[config.mk]
export PLATFORM = sky130hd
export DESIGN_NAME = burst_col_seq
export DESIGN_NICKNAME = d
export VERILOG_FILES = /design/src/rtl/bcs_pkg.sv /design/src/rtl/bcs_order.sv /design/src/rtl/bcs_rd_lane.sv /design/src/rtl/burst_col_seq.sv
export SDC_FILE = /design/constraint.sdc
export NUM_CORES = 1
export LEC_CHECK = 0
export BUFFER_PORTS_ARGS = -buffer_cell sky130_fd_sc_hd__buf_2
export CAP_MARGIN = 40
export CORE_ASPECT_RATIO = 0.75
export CORE_MARGIN = 2
export CORE_UTILIZATION = 34
export DETAILED_ROUTE_END_ITERATION = 6
export GPL_TIMING_DRIVEN = 0
export PLACE_DENSITY = 0.54
export SETUP_SLACK_MARGIN = 0.3
export SYNTH_ARGS = -nofsm -noshare
export SYNTH_HDL_FRONTEND = slang
export SYNTH_SLANG_ARGS = --single-unit
[constraint.sdc]
create_clock -name clk_i -period 4.56 [get_ports clk_i]
set_input_delay 0.912 -clock clk_i [delete_from_list [all_inputs] [get_ports clk_i]]
set_output_delay 0.912 -clock clk_i [all_outputs]
set_load 0.01 [all_outputs]
[src/rtl/bcs_pkg.sv]
package bcs_pkg;
  localparam int unsigned OFS_W = 3;  // widest burst field (8 beats)

  typedef struct packed {
    logic len8;
    logic ileave;
    logic wr;
    logic cl3;
  } burst_cfg_t;
endpackage

[src/rtl/bcs_order.sv]
module bcs_order
  import bcs_pkg::*;
(
  input  logic [OFS_W-1:0] start_lo_i,
  input  logic [OFS_W-1:0] beat_i,
  input  logic             len8_i,
  input  logic             ileave_i,
  output logic [OFS_W-1:0] lo_o
);
  logic [OFS_W-1:0] calc;

  always_comb begin
    calc = ileave_i ? (start_lo_i ^ beat_i) : (start_lo_i + beat_i);
    // 4-beat bursts keep bit 2 of the start column
    lo_o = len8_i ? calc : {start_lo_i[OFS_W-1], calc[OFS_W-2:0]};
  end
endmodule

[src/rtl/bcs_rd_lane.sv]
module bcs_rd_lane #(
  parameter int unsigned MAX_CL = 3
) (
  input  logic clk_i,
  input  logic rst_ni,
  input  logic issue_i,
  input  logic cl3_i,
  input  logic dqm_i,
  output logic oe_o
);
  logic [MAX_CL-1:0] d_q, d_nxt;
  logic [1:0]        m_q;
  int unsigned       slot;

  assign slot = cl3_i ? 32'd2 : 32'd1;

  for (genvar g = 0; g < MAX_CL; g++) begin : g_stage
    if (g == MAX_CL - 1) begin : g_top
      assign d_nxt[g] = issue_i && (slot == g);
    end else begin : g_mid
      assign d_nxt[g] = d_q[g+1] | (issue_i && (slot == g));
    end
  end

  always_ff @(posedge clk_i or negedge rst_ni) begin
    if (!rst_ni) begin
      d_q <= '0;
      m_q <= '0;
    end else begin
      d_q <= d_nxt;
      m_q <= {m_q[0], dqm_i};
    end
  end

  assign oe_o = d_q[0] & ~m_q[1];

  a_r7_mask_hiz: assert property (@(posedge clk_i) disable iff (!rst_ni)
    $past(dqm_i, 2) |-> !oe_o);
  a_r6_oe_needs_issue: assert property (@(posedge clk_i) disable iff (!rst_ni)
    oe_o |-> ($past(issue_i, 2) || $past(issue_i, 3)));
endmodule

[src/rtl/burst_col_seq.sv]
module burst_col_seq
  import bcs_pkg::*;
#(
  parameter int unsigned COL_W  = 10,
  parameter int unsigned MAX_CL = 3
) (
  input  logic             clk_i,
  input  logic             rst_ni,
  input  logic             start_i,
  input  logic [COL_W-1:0] col_i,
  input  logic             bl8_i,
  input  logic             ileave_i,
  input  logic             wr_i,
  input  logic             cl3_i,
  input  logic             stop_i,
  input  logic             dqm_i,
  output logic             beat_vld_o,
  output logic [COL_W-1:0] col_o,
  output logic             done_o,
  output logic             wdata_en_o,
  output logic             rdata_oe_o
);
  localparam logic [OFS_W-1:0] LAST8 = OFS_W'(7);
  localparam logic [OFS_W-1:0] LAST4 = OFS_W'(3);

  logic             act_q;
  logic [OFS_W-1:0] k_q;
  logic [COL_W-1:0] base_q;
  burst_cfg_t       cfg_q;

  logic             take_new;
  logic [OFS_W-1:0] cur_k;
  logic [COL_W-1:0] cur_base;
  burst_cfg_t       cur_cfg;
  logic [OFS_W-1:0] cur_lo;
  logic             last;

  assign take_new   = start_i && !stop_i;
  assign beat_vld_o = !stop_i && (start_i || act_q);

  always_comb begin
    if (take_new) begin
      cur_k    = '0;
      cur_base = col_i;
      cur_cfg  = '{len8: bl8_i, ileave: ileave_i, wr: wr_i, cl3: cl3_i};
    end else begin
      cur_k    = k_q;
      cur_base = base_q;
      cur_cfg  = cfg_q;
    end
  end

  bcs_order u_order (
    .start_lo_i (cur_base[OFS_W-1:0]),
    .beat_i     (cur_k),
    .len8_i     (cur_cfg.len8),
    .ileave_i   (cur_cfg.ileave),
    .lo_o       (cur_lo)
  );

  assign col_o      = {cur_base[COL_W-1:OFS_W], cur_lo};
  assign last       = beat_vld_o && (cur_k == (cur_cfg.len8 ? LAST8 : LAST4));
  assign done_o     = last || (stop_i && act_q);
  assign wdata_en_o = beat_vld_o && cur_cfg.wr && !dqm_i;

  always_ff @(posedge clk_i or negedge rst_ni) begin
    if (!rst_ni) begin
      act_q  <= 1'b0;
      k_q    <= '0;
      base_q <= '0;
      cfg_q  <= '0;
    end else if (stop_i) begin
      act_q <= 1'b0;
    end else if (beat_vld_o) begin
      act_q  <= !last;
      k_q    <= cur_k + 1'b1;
      base_q <= cur_base;
      cfg_q  <= cur_cfg;
    end
  end

  bcs_rd_lane #(.MAX_CL(MAX_CL)) u_rd_lane (
    .clk_i   (clk_i),
    .rst_ni  (rst_ni),
    .issue_i (beat_vld_o && !cur_cfg.wr),
    .cl3_i   (cur_cfg.cl3),
    .dqm_i   (dqm_i),
    .oe_o    (rdata_oe_o)
  );

  a_r8_stop_no_beat: assert property (@(posedge clk_i) disable iff (!rst_ni)
    stop_i |-> !beat_vld_o);
  a_r5_wen_in_beat: assert property (@(posedge clk_i) disable iff (!rst_ni)
    wdata_en_o |-> (beat_vld_o && !dqm_i));
  a_r4_upper_hold: assert property (@(posedge clk_i) disable iff (!rst_ni)
    (beat_vld_o && !start_i && $past(beat_vld_o)) |-> $stable(col_o[COL_W-1:OFS_W]));
  a_r11_done_cause: assert property (@(posedge clk_i) disable iff (!rst_ni)
    done_o |-> (beat_vld_o || stop_i));
  a_r8_idle_after_stop: assert property (@(posedge clk_i) disable iff (!rst_ni)
    stop_i |=> (!beat_vld_o || start_i));
endmodule

==> metrics, run 1 <==
status=finished, final reports clean; final setup vio count=0; Vias=879; hold_buf cts=0; diode count=0; std cell rows=19; Max-Cap Viols=0; actual slew at the worst max-slew pin=0.520 ns; # clock sinks=23; Setup crit end kind=output port; CTS root buf=clkbuf_8; area added between synthesis and finish=22.4%; Synth Flop Type=dfrtp_1; Post-CTS Setup Bufs=0; Min-Delay Path Class=reg2reg; Ys Warns=0; vias in the first global route=840; setup TNS=0 ns; Final Slew Violations=0; ratio of cells with drive above 1 in the final layout=0.490; Initial Utilization=0.350; ys async rst share=1.00; Worst slew margin=0.653; Worst Clk Skew=0.00211 ns; switching power=approximately 0.00017 W; Final Critical Period=4.17 ns; Detailed Routing Iterations Pass 1=2; Post-synth EDFFs=0; distinct cell type count after synthesis=30; Internal Power=0.000395 W; period utilisation layout=0.915; DIE WIDTH=74.2 um; top-area cell type share of the netlist area=0.459; TritonCTS Buffers=3; CTS clock-pin slew for the worst setup and hold paths=0.08 ns; Final #Nets=approximately 170; IO Port Bufs=32; drt drc=0; sequential area share after synthesis=0.459; WL/cell=11.8 um; CP arrival=3.26 ns; Critical Path RT=3.65 ns; critical path class=in2out; DIE HEIGHT=56.6 um; post-synthesis cell count=109; initial antenna violation count=0; CTS max path bufs=2; Iteration-0 DRC Markers=24; fin util=0.428; GR Util All Layers=0.125; final hold viol count=0; power per cell area=368 nW/um2; Die ar.=4200 um2; Syn Std Cell Area=1250 um2; Yosys top cell by area=dfrtp_1; first-pass GRT wire length=3.89 mm; htree depth=1; CORE AREA=3590 um2; Final ANT Viol Nets=0; #FFs+latches synth=23; gr ovfl total=0; IO Count=33; Mean Syn Cell Area=11.5 um2; fmax=between 200 and 250 MHz; final wirelength=2.32 mm; syn nets=approximately 130; clock power share=0.221; DP Wirelength=1.78 mm; CP Max Fanout=10; CTS tree=done; switching portion of total power=0.302; P_leak=0.755 nW; part of the power in registers=0.449; crit path launch type=input pin; ranking of synthesized cells by area=dfrtp_1 (46%), mux2_2 (18%), buf_4 (5.4%); Peak VDD IR=between 150 and 200 uV; clk_lat worst skew=0.26 ns; GPL Wtd Cong=0.700; vias per cell=4.46; Logic pwr share=0.330; largest net degree at the start of global routing=24; RSZ-0062 raised after global routing=no
==> state kept, by name, summed over array words and instances (netlist names) <==
name / flops
u_rd_lane.m_q: 2
cfg_q: 4
act_q: 1
u_rd_lane.d_q: 3
k_q: 3
base_q: 10
==> Yosys cell counts (2+ instances only) <==
master    count
a21oi_1       3
o21ai_0       3
ha_1          3
inv_1        12
nand2_1       6
mux2_2       20
nor2_1        2
mux2i_1       2
nor2b_1       3
nor3b_1       2
buf_4         9
xnor2_1       3
nand2b_1      2
dfrtp_1      23
==> power groups by stage <==
| stage | Sequential, W | Combinational (W) | Clock [W] |
|---|---|---|---|
| final | 0.000254 | 0.000187 | 0.000125 |
| after CTS | 0.000253 | 0.000187 | 0.000132 |
| after detailed placement | 0.000258 | 0.000185 | 0 |
| after floorplan | 0.000253 | 0.000130 | 0 |
| after global placement | 0.000256 | 0.000182 | 0 |
| after global routing | 0.000259 | 0.000212 | 0.000140 |
==> cell usage in the layout (no fill, tap or decap), types with 2 or more instances in the layout <==
master    Yosys  routed
nor3b_1       2       2
buf_2         1      33
mux2_2       20      20
clkbuf_8      0       3
nand2_1       6       6
buf_4         9       8
nor2b_1       3       3
mux2i_1       2       2
nor2_1        2       2
o21ai_0       3       3
buf_6         1       2
nand2b_1      2       2
dfrtp_1      23      23
xnor2_1       3       3
ha_1          3       3
a21oi_1       3       3
inv_1        12      12
==> worst paths after layout <==
path / endpoint / cells after the start / slack [ns] / startpoint
min in group asynchronous: u_rd_lane.m_q[1]$_DFF_PN0_ / 1 / 0.62 / rst_ni
setup reg to reg: u_rd_lane.d_q[2]$_DFF_PN0_ / 3 / 3.29 / act_q$_DFFE_PN0P_
setup / recovery: col_o[2] / 12 / 0.39 / stop_i
hold reg to reg: u_rd_lane.d_q[0]$_DFF_PN0_ / 0 / 0.35 / u_rd_lane.d_q[1]$_DFF_PN0_
max in group asynchronous: base_q[0]$_DFFE_PN0P_ / 1 / 3.60 / rst_ni
hold / removal: u_rd_lane.d_q[0]$_DFF_PN0_ / 0 / 0.35 / u_rd_lane.d_q[1]$_DFF_PN0_
==> worst max-delay path: stages <==
cell and delay (ns):
buf_2 0.14, nand2b_1 0.16, buf_6 0.14, buf_6 0.14, mux2_2 0.23, ha_1 0.13
inv_1 0.05, fa_2 0.36, or3_4 0.34, a2111o_1 0.41, o221ai_1 0.07, buf_2 0.16
==> cell families (layout without fill, tap and decap cells) <==
| logic type | after synthesis | in the layout | synth area share |
|---|---|---|---|
| multiplexers | 23 | 23 | 0.207 |
| flip-flops | 23 | 23 | 0.459 |
| buffers and inverters | 23 | 59 | 0.103 |
| AND/OR/NAND/NOR | 19 | 19 | 0.0887 |
| AO/OA/AOI/OAI | 14 | 14 | 0.0758 |
| adder cells (fa/ha/maj) | 4 | 4 | 0.0459 |
| XOR/XNOR | 3 | 3 | 0.0209 |
==> metal layers <==
metal  vias to the layer above  track usage  routed length (um)
li1                        436            -                   -
met4                         0       0.0545                  39
met3                         2       0.0359                  85
met5                         -            0                   0
met1                       427        0.178                1170
met2                        14        0.176                1020
==> repair_timing <==
item | in CTS | in global routing
setup endpoints to repair | 1 | 1
endpoints found under the hold margin | 0 | 0
resized for setup | 1 | 2
==> per-stage QoR <==
step / hold WS [ns] / total power (W) / cells / setup slack, ns / cell area (um2)
finish: 0.354 / 0.000566 / 197 / 0.389 / 1540
global route: 0.361 / 0.000610 / 197 / 0.295 / 1540
detailed placement: 0.339 / 0.000443 / 193 / 0.311 / 1480
floorplan: 0.331 / 0.000383 / 109 / 0.715 / 1250
CTS: 0.358 / 0.000573 / 197 / 0.360 / 1530
global placement: 0.333 / 0.000438 / 193 / 0.301 / 1480
==> layout make-up <==
type	instances	area, um2
clock buffers	4	45.0
multi-input cells	63	558
repair buffers	32	160
fillers	372	2050
well taps	52	65.1
flip-flops and latches	23	576
inverters	12	45.0
plain buffers	11	87.6
Power figures use the tool's default switching activity.
==> inputs of run 2 (changes only) <==
--- a/config.mk
+++ b/config.mk
@@ -7,7 +7,6 @@
 export LEC_CHECK = 0
 export BUFFER_PORTS_ARGS = -buffer_cell sky130_fd_sc_hd__buf_2
 export CAP_MARGIN = 40
-export CORE_ASPECT_RATIO = 0.75
 export CORE_MARGIN = 2
 export CORE_UTILIZATION = 34
 export DETAILED_ROUTE_END_ITERATION = 6
==> constraint.sdc (replaced) <==
create_clock -name clk_i -period 4.75 [get_ports clk_i]
set_input_delay 0.95 -clock clk_i [delete_from_list [all_inputs] [get_ports clk_i]]
set_output_delay 0.95 -clock clk_i [all_outputs]
set_load 0.01 [all_outputs]
==> run 2 against run 1 <==
Against the previous run: design area fell by 0.98%; global-route usage fell by 0.44 points; first-iteration DRC count fell by 63%; sequential share of layout area rose by 0.37 points; non-clock buffer count did not move; power fell by 4.5%; clock power barely moved; clock skew rose by 0.0015 ns; critical path type unchanged; largest cell class unchanged.
==> metrics, run 2 (synthesis gave the netlist of run 1 again) <==
DIE WIDTH=64.8 um; WL/cell=11.8 um; CTS max path bufs=2; Initial Utilization=0.348; CTS clock-pin slew for the worst setup and hold paths=0.08 ns; Final ANT Viol Nets=0; GR Util All Layers=0.121; P_leak=roughly 0.76 nW; area added between synthesis and finish=21.2%; Critical Path RT=between 3 and 4 ns; largest net degree at the start of global routing=24; fmax=between 200 and 250 MHz; clk_lat worst skew=0.27 ns; Detailed Routing Iterations Pass 1=4; CORE AREA=3610 um2; Min-Delay Path Class=reg2reg; fin util=0.422; gr ovfl total=0; Vias=approximately 880; actual slew at the worst max-slew pin=0.514 ns; Final Slew Violations=0; htree depth=1; Post-CTS Setup Bufs=0; TritonCTS Buffers=3; final hold viol count=0; largest registers=base_q: 10 flops, cfg_q: 4 flops; first-pass GRT wire length=3.84 mm; critical path class=in2out; DP Wirelength=between 1.5 and 2 mm; Iteration-0 DRC Markers=9; hold_buf cts=0; DIE HEIGHT=~65 um; GPL Wtd Cong=0.704; diode count=0; Worst Clk Skew=0.00366 ns; std cell rows=22; CP arrival=3.36 ns; vias in the first global route=about 830; IO Port Bufs=32; crit path launch type=input pin; power per cell area=355 nW/um2; Final Critical Period=roughly 4.3 ns; Setup crit end kind=output port; CTS tree=done; period utilisation layout=0.908; # clock sinks=23; Worst slew margin=0.657; RSZ-0062 raised after global routing=no; commonest non-fill, non-tap cell in the layout=buf_2; final wirelength=2.28 mm; vias per cell=4.58; initial antenna violation count=0; ratio of cells with drive above 1 in the final layout=0.483; Die ar.=4190 um2; Largest Register=base_q; Final #Nets=approximately 170; # resized after CTS=0; status=finished, final reports clean; max reg flops=10; most frequent cells in the layout=buf_2 (33), dfrtp_1 (23), mux2_2 (20); setup TNS=0 ns; CTS root buf=clkbuf_8; final setup vio count=0; CP Max Fanout=10; Peak VDD IR=136 uV; drt drc=0; Max-Cap Viols=0; IO Count=33
==> run 2: area by class of cell <==
cell class / instances / area [um2]
Fill cell: 364 / 2080
Sequential cell: 23 / 576
Multi-Input combinational cell: 63 / 551
Timing Repair Buffer: 32 / 160
Buffer: 11 / 83.8
Tap cell: 48 / 60.1
Inverter: 12 / 45.0
Clock buffer: 3 / 41.3
Clock inverter: 1 / 5.00
==> run 2: worst paths after layout <==
path | startpoint | endpoint | slack (ns) | cells after the start
worst min register to register | u_rd_lane.m_q[0]$_DFF_PN0_ | u_rd_lane.m_q[1]$_DFF_PN0_ | 0.36 | 0
max in group asynchronous | rst_ni | act_q$_DFFE_PN0P_ | 3.76 | 1
worst min-delay path | u_rd_lane.m_q[0]$_DFF_PN0_ | u_rd_lane.m_q[1]$_DFF_PN0_ | 0.36 | 0
min in group asynchronous | rst_ni | k_q[0]$_DFFE_PN0P_ | 0.65 | 1
worst max register to register | act_q$_DFFE_PN0P_ | u_rd_lane.d_q[2]$_DFF_PN0_ | 3.47 | 3
worst max-delay path | stop_i | col_o[2] | 0.44 | 12
==> run 2: layer usage <==
metal  vias up  track usage  part of all wire
met5         -            0                 0
met4         0       0.0798             0.027
met3         4       0.0156             0.036
met2        21        0.200              0.48
met1       426        0.147              0.45
li1        432            -                 -
==> run 2: critical path, stage by stage <==
cell and delay, ns:
buf_2 0.14, nand2b_1 0.16, buf_6 0.14, buf_4 0.18, mux2_2 0.23, ha_1 0.13, inv_1 0.04, fa_1 0.40
or3_1 0.35, a2111o_1 0.41, o221ai_1 0.07, buf_2 0.16
==> run 2: through the flow <==
step | cell area [um2] | power [W] | setup slack (ns) | cells | hold slack, ns
after floorplan | 1250 | 0.000368 | 0.829 | 109 | 0.331
after global placement | 1480 | 0.000418 | 0.456 | 189 | 0.333
after detailed placement | 1480 | 0.000424 | 0.431 | 189 | 0.342
after CTS | 1520 | 0.000550 | 0.431 | 193 | 0.362
after global routing | 1520 | 0.000579 | 0.301 | 193 | 0.368
final | 1520 | 0.000540 | 0.438 | 193 | 0.356
==> run 2: report_power, final <==
group / switching, W / total [W] / internal [W]
clock network: 0.0000636 / 0.000122 / 0.0000586
registers: 0.0000177 / 0.000244 / 0.000226
logic: 0.0000830 / 0.000174 / 0.0000911
total: 0.000164 / 0.000540 / 0.000376
==> inputs of run 3 (changes only) <==
--- a/config.mk
+++ b/config.mk
@@ -9,6 +9,7 @@
 export CAP_MARGIN = 40
 export CORE_MARGIN = 2
 export CORE_UTILIZATION = 34
+export CTS_CLUSTER_DIAMETER = 100
 export DETAILED_ROUTE_END_ITERATION = 6
 export GPL_TIMING_DRIVEN = 0
 export PLACE_DENSITY = 0.54
==> constraint.sdc (replaced) <==
create_clock -name clk_i -period 4.75 [get_ports clk_i]
set_input_delay 0.95 -clock clk_i [delete_from_list [all_inputs] [get_ports clk_i]]
set_output_delay 0.95 -clock clk_i [all_outputs]
set_load 0.02 [all_outputs]
==> run 3 against run 2 <==
Against the previous run: first-iteration DRC count decreased by 22%; wire length increased by 0.61%; register-to-register slack about the same; worst hold slack got worse by 0.0014 ns; non-clock buffer count unchanged; cell count unchanged; global-route usage unchanged; power increased by 4.0%; die area unchanged; flip-flop and latch count unchanged; combinational power increased by 13%; largest power group unchanged.
==> metrics, run 3 (synthesis gave the netlist of run 1 again) <==
ratio of cells with drive above 1 in the final layout=0.490; Final #Nets=169; initial antenna violation count=0; multi-input logic area=between 500 and 600 um2; largest net degree at the start of global routing=24; CTS max path bufs=2; Final Slew Violations=0; max reg flops=10; fmax=231 MHz; commonest non-fill, non-tap cell in the layout=buf_2; status=finished, final reports clean; final hold viol count=0; Cell Count, Final, Fillers Out=193; Initial Utilization=0.348; Placed Area=between 1000 and 1500 um2; vias in the first global route=827; GPL Wtd Cong=0.704; std cell rows=22; WL/cell=~12 um; CORE AREA=3610 um2; Critical Path RT=3.80 ns; # fillers=363; Largest Register=base_q; Min-Delay Path Class=reg2reg; CTS tree=done; crit path launch type=input pin; actual slew at the worst max-slew pin=0.514 ns; area added between synthesis and finish=21.8%; DP Wirelength=1.73 mm; period utilisation layout=0.911; Final ANT Viol Nets=0; Detailed Routing Iterations Pass 1=2; diode count=0; GR Util All Layers=0.121; Setup crit end kind=output port; critical path startpoint=stop_i; htree depth=1; critical path class=in2out; drt drc=0; Max-Cap Viols=0; Peak VDD IR=about 140 uV; gr ovfl total=0; # resized after CTS=0; clk_lat worst skew=between 0.2 and 0.3 ns; TritonCTS Buffers=3; DIE HEIGHT=around 65 um; CP arrival=3.38 ns; largest registers=base_q: 10 flops, cfg_q: 4 flops; IO Port Bufs=32; P_leak=0.757 nW; hold_sp=u_rd_lane.m_q[0]$_DFF_PN0_; most frequent cells in the layout=buf_2 (32), dfrtp_1 (23), mux2_2 (20); Worst Clk Skew=0.00363 ns; vias per cell=4.61; final wirelength=2.29 mm; Die ar.=roughly 4200 um2; IO Count=33; setup TNS=0 ns; Final Cell Area=about 1500 um2; register area=576 um2; # clock sinks=23; Vias=just under 900; DIE WIDTH=64.8 um; RSZ-0062 raised after global routing=no; final setup vio count=0; Cells after DPL=around 190; power per cell area=367 nW/um2; first-pass GRT wire length=just under 4 mm; Worst slew margin=0.657; Iteration-0 DRC Markers=7; CP Max Fanout=10; CTS root buf=clkbuf_8; Post-CTS Setup Bufs=0; Worst R2R Start=act_q$_DFFE_PN0P_; CTS clock-pin slew for the worst setup and hold paths=roughly 0.080 ns; Final Critical Period=around 4.3 ns; final total power=0.000562 W; hold_buf cts=0
run 3: changes by cell type in the layout (fill, tap and decap cells not counted):
| cell | previous run | this run |
|---|---|---|
| or3_1 | 1 | 0 |
| buf_2 | 33 | 32 |
| or3_4 | 0 | 1 |
| buf_4 | 9 | 10 |
run 3: cell type report:
cell class / count / share of cell area
Buffer: 11 / 0.0548
Clock buffer: 3 / 0.0270
Clock inverter: 1 / 0.00327
Inverter: 12 / 0.0295
Multi-Input combinational cell: 63 / 0.363
Sequential cell: 23 / 0.376
Tap cell: 48 / 0.0393
Timing Repair Buffer: 32 / 0.106
run 3: critical path: stages:
cell,delay [ns]
buf_2,0.14
nand2b_1,0.16
buf_6,0.13
buf_4,0.18
mux2_2,0.23
ha_1,0.13
inv_1,0.04
fa_1,0.40
or3_4,0.35
a2111o_1,0.41
o221ai_1,0.08
buf_4,0.18
run 3: per-stage QoR:
step | worst slack [ns] | hold WS, ns | utilization
3_3_place_gp | 0.422 | 0.333 | 0.409
2_1_floorplan | 0.765 | 0.331 | -
4_1_cts | 0.398 | 0.362 | 0.422
5_1_grt | 0.310 | 0.368 | 0.424
6_report | 0.421 | 0.355 | 0.424
3_5_place_dp | 0.397 | 0.342 | 0.409
run 3: metal layers:
metal  GRT usage  wire length, um  vias up
li1            -                -      435
met1       0.147             1040      431
met3      0.0156               78        4
met5           0                0        -
met4      0.0798               62        0
met2       0.200             1110       19
run 3: worst paths after layout:
check                                                  end  slack [ns]  cells after the start
worst min register to register  u_rd_lane.m_q[1]$_DFF_PN0_        0.35                      0
worst min-delay path            u_rd_lane.m_q[1]$_DFF_PN0_        0.35                      0
min in group asynchronous               k_q[2]$_DFFE_PN0P_        0.65                      1
worst max register to register  u_rd_lane.d_q[2]$_DFF_PN0_        3.47                      3
worst max-delay path                              col_o[2]        0.42                     12
max in group asynchronous                act_q$_DFFE_PN0P_        3.76                      1
run 3: power by group:
| group | switching, W | internal, W | leakage [nW] |
|---|---|---|---|
| combinational | 0.000102 | 0.0000942 | 0.455 |
| sequential | 0.0000180 | 0.000226 | 0.277 |
| clock | 0.0000633 | 0.0000586 | 0.0255 |
